**src/rtl/vis_id_pkg.sv**
```systemverilog
package vis_id_pkg;
  typedef enum logic {
    MODE_STREAM = 1'b0,
    MODE_BIDIR  = 1'b1
  } vis_mode_e;
endpackage

```
**src/rtl/vis_sync_edge.sv**
```systemverilog
module vis_sync_edge #(
  parameter int   STAGES  = 2,
  parameter logic RST_VAL = 1'b0
) (
  input  logic clk,
  input  logic rst_n,
  input  logic din,
  output logic rise,
  output logic fall
);
  logic [STAGES-1:0] sh_q;
  logic [STAGES-1:0] sh_d;
  logic              prev_q;
  logic              lvl;

  generate
    if (STAGES == 1) begin : g_one
      assign sh_d = din;
    end else begin : g_chain
      assign sh_d = {sh_q[STAGES-2:0], din};
    end
  endgenerate

  assign lvl = sh_q[STAGES-1];

  always_ff @(posedge clk or negedge rst_n) begin
    if (!rst_n) begin
      sh_q   <= {STAGES{RST_VAL}};
      prev_q <= RST_VAL;
    end else begin
      sh_q   <= sh_d;
      prev_q <= lvl;
    end
  end

  assign rise = lvl & ~prev_q;
  assign fall = ~lvl & prev_q;
endmodule

```
**src/rtl/vis_mode_latch.sv**
```systemverilog
module vis_mode_latch
  import vis_id_pkg::*;
(
  input  logic      clk,
  input  logic      rst_n,
  input  logic      bus_fall,
  output vis_mode_e mode
);
  vis_mode_e mode_q;
  vis_mode_e mode_d;

  always_comb begin
    mode_d = mode_q;
    if (bus_fall) mode_d = MODE_BIDIR;
  end

  always_ff @(posedge clk or negedge rst_n) begin
    if (!rst_n) mode_q <= MODE_STREAM;
    else        mode_q <= mode_d;
  end

  assign mode = mode_q;
endmodule

```
**src/rtl/vis_slot_seq.sv**
```systemverilog
module vis_slot_seq #(
  parameter int ADDR_W = 7,
  parameter int DATA_W = 8
) (
  input  logic                      clk,
  input  logic                      rst_n,
  input  logic                      step,
  input  logic [DATA_W-1:0]         byte_in,
  output logic [ADDR_W-1:0]         addr,
  output logic [$clog2(DATA_W+1)-1:0] slot,
  output logic                      drive_low
);
  localparam int CNT_W = $clog2(DATA_W + 1);
  localparam int IDX_W = $clog2(DATA_W);
  localparam logic [CNT_W-1:0] LAST_SLOT = CNT_W'(DATA_W);

  logic [CNT_W-1:0]  slot_q, slot_d;
  logic [ADDR_W-1:0] addr_q, addr_d;
  logic [IDX_W-1:0]  bit_idx;
  logic              in_data;

  always_comb begin
    slot_d = slot_q;
    addr_d = addr_q;
    if (step) begin
      if (slot_q == LAST_SLOT) begin
        slot_d = '0;
        addr_d = addr_q + 1'b1;
      end else begin
        slot_d = slot_q + 1'b1;
      end
    end
  end

  always_ff @(posedge clk or negedge rst_n) begin
    if (!rst_n) begin
      slot_q <= '0;
      addr_q <= '0;
    end else if (step) begin
      slot_q <= slot_d;
      addr_q <= addr_d;
    end
  end

  assign in_data   = (slot_q != LAST_SLOT);
  assign bit_idx   = IDX_W'(DATA_W - 1) - slot_q[IDX_W-1:0];
  assign drive_low = in_data & ~byte_in[bit_idx];
  assign addr      = addr_q;
  assign slot      = slot_q;
endmodule

```
**src/rtl/vis_id_streamer.sv**
```systemverilog
module vis_id_streamer
  import vis_id_pkg::*;
#(
  parameter int ADDR_W      = 7,
  parameter int DATA_W      = 8,
  parameter int SYNC_STAGES = 2
) (
  input  logic              clk,
  input  logic              rst_n,
  input  logic              vclk_in,
  input  logic              scl_in,
  output logic [ADDR_W-1:0] rd_addr,
  input  logic [DATA_W-1:0] rd_data,
  output logic              sda_pull,
  output logic              bidir_mode
);
  localparam int CNT_W = $clog2(DATA_W + 1);

  logic             v_rise, v_fall_unused;
  logic             s_rise_unused, s_fall;
  vis_mode_e        mode;
  logic             streaming;
  logic             drive_low;
  logic [CNT_W-1:0] slot;

  vis_sync_edge #(.STAGES(SYNC_STAGES), .RST_VAL(1'b0)) u_vsync (
    .clk(clk), .rst_n(rst_n), .din(vclk_in),
    .rise(v_rise), .fall(v_fall_unused)
  );

  vis_sync_edge #(.STAGES(SYNC_STAGES), .RST_VAL(1'b1)) u_bus (
    .clk(clk), .rst_n(rst_n), .din(scl_in),
    .rise(s_rise_unused), .fall(s_fall)
  );

  vis_mode_latch u_mode (
    .clk(clk), .rst_n(rst_n), .bus_fall(s_fall), .mode(mode)
  );

  assign streaming = (mode == MODE_STREAM);

  vis_slot_seq #(.ADDR_W(ADDR_W), .DATA_W(DATA_W)) u_seq (
    .clk(clk), .rst_n(rst_n),
    .step(v_rise & streaming),
    .byte_in(rd_data),
    .addr(rd_addr),
    .slot(slot),
    .drive_low(drive_low)
  );

  assign sda_pull   = streaming & drive_low;
  assign bidir_mode = ~streaming;
endmodule

```
**config.mk**
```make
export PLATFORM = sky130hd
export DESIGN_NAME = vis_id_streamer
export DESIGN_NICKNAME = d
export VERILOG_FILES = /design/src/rtl/vis_id_pkg.sv /design/src/rtl/vis_sync_edge.sv /design/src/rtl/vis_mode_latch.sv /design/src/rtl/vis_slot_seq.sv /design/src/rtl/vis_id_streamer.sv
export SDC_FILE = /design/constraint.sdc
export NUM_CORES = 1
export LEC_CHECK = 0
export BUFFER_PORTS_ARGS = -buffer_cell sky130_fd_sc_hd__buf_2
export CORE_UTILIZATION = 45
export DETAILED_ROUTE_END_ITERATION = 10
export PLACE_DENSITY_LB_ADDON = 0.15
export SYNTH_ARGS = -nofsm -noshare
export SYNTH_HDL_FRONTEND = slang
export SYNTH_SLANG_ARGS = --single-unit
```
**constraint.sdc**
```tcl
create_clock -name clk -period 2.65 [get_ports clk]
set_clock_uncertainty 0.1 [all_clocks]
set_input_delay 0.1325 -clock clk [delete_from_list [all_inputs] [get_ports clk]]
set_output_delay 0.1325 -clock clk [all_outputs]
set_load 0.03 [all_outputs]
```
# After elaboration in Yosys (flattened, before gate mapping)
# Cells that the tools add are included.
# classes
reduce_logical	1
muxes	3
magnitude_cmp	1
add_sub_neg	3
n_eq_ne	2
n_bitwise	9
# ops
op	n
$add 7x1->7 const B	1
$and 1x1->1	5
$add 4x1->4 const B	1
$eq 4x4->1 const B	1
$lt 3x4->1 const B	1
$mux 4	1
$ne 4x4->1 const B	1
$not 1->1	4
$bmux 1 s3	1
$sub 3x3->3 const A	1
$reduce_and 2->1	1
$mux 1	1
# totals
out_inout_bits	9
elab_cells	26
reg_bits	18

# Logic depth before layout (Yosys ltp)
# depth
depth_word	6
mapped_depth	5
ltp_nobuf	5

# Modules after synthesis
# From an unflattened synthesis, not the netlist that was laid out.
# hier_totals
hier_cells	64
area_unflattened_um2	810.8
# modules_own_cells
module	cells_each	seq_area_each_um2	n_inst	area_each_um2
vis_slot_seq	50	275.3	1	583.1
vis_sync_edge at u_bus	5	78.8	1	93.8
vis_sync_edge at u_vsync	5	75.1	1	90.1
vis_mode_latch	2	25.0	1	31.3
vis_id_streamer	2	0.0	1	12.5

# Worst setup path after synthesis
# Ideal clock, no wire load.
# synth_timing
kind	flip-flop to output port
start	reg u_seq.slot_q[0], in the netlist u_seq.slot[0]
end	out sda_pull
t_arrival_ns	1.698
slack_ns	0.720
stages_incl_launch_ff	4
required_time_ns	2.418
cell_sequence	dfrtp_1 > mux4_2 > a211o_1 > a21oi_1
# synth_via
elab_chain_len	6
# synth_lines
element	line_no	text
start, declared	vis_slot_seq.sv:17	logic [CNT_W-1:0] slot_q, slot_d;
start signal, assigned	vis_slot_seq.sv:40	slot_q <= slot_d;
$sub 3x3->3	vis_slot_seq.sv:46	assign bit_idx = IDX_W'(DATA_W - 1) - slot_q[IDX_W-1:0];
$bmux 1 s3	vis_slot_seq.sv:47	assign drive_low = in_data & ~byte_in[bit_idx];
$mux 1 (implied by the code)	vis_slot_seq.sv:47	
$not 1->1	vis_slot_seq.sv:47	
$and 1x1->1 (*)	vis_slot_seq.sv:47	
$and 1x1->1 (*)	vis_id_streamer.sv:51	assign sda_pull = streaming & drive_low;
end, declared	vis_id_streamer.sv:14	output logic sda_pull,
# Mark *: on every way between the ends. The rest lies on a longest branch, timed or not. The select of a mux whose other input is x is not followed.

# Worst setup path in the final report
# Ends and elaborated chain as after synthesis.

==> metrics <==
status complete, no violations; Worst-Skew Late Latency 0.28 ns; crit-path max FO 5; Post-Syn Instances 63; layout cell share with drive strength beyond 1 0.382; CTS tree done; CP required 2.42 ns; post-synthesis mux area share 0.0848; CP Capture Type output pin; syn nets 78; Post-Synth Simple-Gate Area 0.126; Cell Area, Synth 797 um^2; ant diodes 0; vias 534; Hold Vio Cnt, Final 0; Max-slew headroom 0.744; Leak 0.000486 uW; Final #Nets 105; postcts setup bufs 0; core box area 1580 um^2; post_cts resized 0; port bufs 20; RSZ-0062 raised after global routing false; Data arrival, critical path 1.88 ns; Synth Area in XOR/XNOR 0.0769; Die Wd 44.1 um; worst-case vdd ir drop 291 uV; synth top area cells dfrtp_1, dfstp_2, mux4_2; Max Slew Vio Count 0; Post-Syn Area per Cell 12.7 um^2; GRT overflow 0; max incr delay on CP 0.52 ns; die area 1940 um^2; vias per inst 5.09; vias in the first global route 482; wire per inst 12.0 um; Clock Tree Buf Depth 2; Initial Utilization 0.506; first-pass GRT wire length 2.01 mm; Synth area leader dfrtp_1; Seq/Total Area, Yosys 0.570; period utilisation layout 0.797; Setup Crit Path Kind flip-flop to output pin; Syn. warnings 0; commonest non-fill, non-tap cell in the layout buf_2; CP startpoint kind flip-flop; Pwr Density 601 nW/um^2; Post-DP Area 906 um^2; commonest cells after routing, fill and taps aside buf_2, dfrtp_1, inv_1; antenna violations before repair 0; Reg clk slew, reported paths 0.10 ns; Num CTS Buffers 3; TNS Setup 0 ns; CTS H-tree lvls 1; num rows 14; Synth top area share 0.471; Power Total 584 uW; endpoints failing setup 0; largest family of logic cells by synthesized area simple AND/OR/NAND/NOR gates; RePlAce Congestion 0.723; GR Util All Layers 0.150; clk sinks 18; Slew @ Worst Pin 0.385 ns; CTS root buf clkbuf_4; antenna viol nets, final 0; fin crit period 2.11 ns; Compound-Gate Fraction of Synth Area 0.0534; adder-cell share of the synthesized area 0.0471; I/O Pins 21; worst min path class primary input to async pin; synthesized flop and latch total 18; final wirelength 1.26 mm; post-DP HPWL 920 um; largest net degree at the start of global routing 19; Cell Chain, Critical Path mux4_2, a211o_1, a21oi_1, buf_2; slowest CP cell mux4_2; synthesis-to-finish area growth 22.0%; Die Y-Extent 44.1 um; synth unique cells 24; cell area after layout 972 um^2; initial drt markers 20; DRC 0; Max-Cap Viols 0; DR pass1 iterations 6; f_max 0.474 GHz
[through the flow]
step	utilization	instances	hold WS, ns	setup slack (ns)
3_3_place_gp	0.575	98	-0.0243	0.844
3_5_place_dp	0.575	98	-0.0220	0.854
6_report	0.617	105	0.186	0.539
2_1_floorplan	-	63	-0.263	0.720
4_1_cts	0.617	105	0.193	0.517
5_1_grt	0.617	105	0.212	0.418
[state kept, by name (all words and copies together), names as in the netlist]
register and count:
u_bus.sh_q 2, u_bus.prev_q 1, u_vsync.prev_q 1, u_seq.addr 7, u_mode.mode 1, u_vsync.sh_q 2
u_seq.slot 4
[worst max-delay path, delay by kind of cell (launching register included)]
kind	cells	cell delay [ns]
multiplexers	1	0.52
flip-flops	1	0.45
AO/OA/AOI/OAI	2	0.41
buffers and inverters	1	0.21
[path summary, 6_finish.rpt]
path | cells after the start | start | slack [ns] | endpoint
max in group asynchronous | 2 | rst_n | 1.95 | u_bus.prev_q$_DFF_PN1_
worst min register to register | 0 | u_vsync.sh_q[0]$_DFF_PN0_ | 0.26 | u_vsync.sh_q[1]$_DFF_PN0_
worst min-delay path | 2 | rst_n | 0.19 | u_seq.slot[0]$_DFFE_PN0P_
worst max register to register | 5 | u_seq.slot[0]$_DFFE_PN0P_ | 0.83 | u_seq.addr[1]$_DFFE_PN0P_
min in group clk | 0 | u_vsync.sh_q[0]$_DFF_PN0_ | 0.26 | u_vsync.sh_q[1]$_DFF_PN0_
worst max-delay path | 4 | u_seq.slot[0]$_DFFE_PN0P_ | 0.54 | sda_pull
[logic make-up after synthesis]
logic type	Yosys count
DFF	18
and+or+nand+nor	17
AOI/OAI and AO/OA	7
xor gates and xnor gates	7
buffers and inverters	7
muxes	4
adders and majority gates	3
[cells in the mapped netlist]
cell and count:
mux4_2 2, dfstp_2 3, buf_6 1, dfrtp_1 15, o21ai_0 2, or3_1 1
nand3b_1 1, nand2_1 2, nor3_1 1, nand3_1 2, inv_1 6, nand4b_1 1
nand2b_1 1, xor2_1 4, xnor2_1 3, nor2_1 3, ha_1 3, a211o_1 1
a21oi_1 3, nor4_1 3, mux2_2 2, or3b_4 1, a21o_2 1, or3_2 1
[report_power, final]
group          leakage [uW]  switching, uW  internal, uW  total [uW]
sequential         0.000225           24.9           295         320
clock             0.0000210           80.4          83.6         164
combinational      0.000240           39.3          60.5        99.9
total              0.000486            145           439         584
[final cells by class]
type / instances / area [um^2]
clock buffer: 4 / 36.3
fill: 142 / 604
inverter: 6 / 22.5
multi-input combinational: 38 / 309
sequential: 18 / 454
tap: 16 / 20.0
timing repair buffer: 23 / 130
[what timing repair did]
action,4_1_cts,5_1_grt
endpoints found under the hold margin,20,0
hold buffers,3,0
endpoints found under the setup margin,0,0
[routing by layer]
metal  GRT usage  vias up  wire, um
met5           0        -         0
met4      0.0909        0         9
met3      0.0367        2        70
met2       0.200       17       538
met1       0.220      248       640
li1            -      267         -
Note: power is estimated with default switching activity, not from simulation.
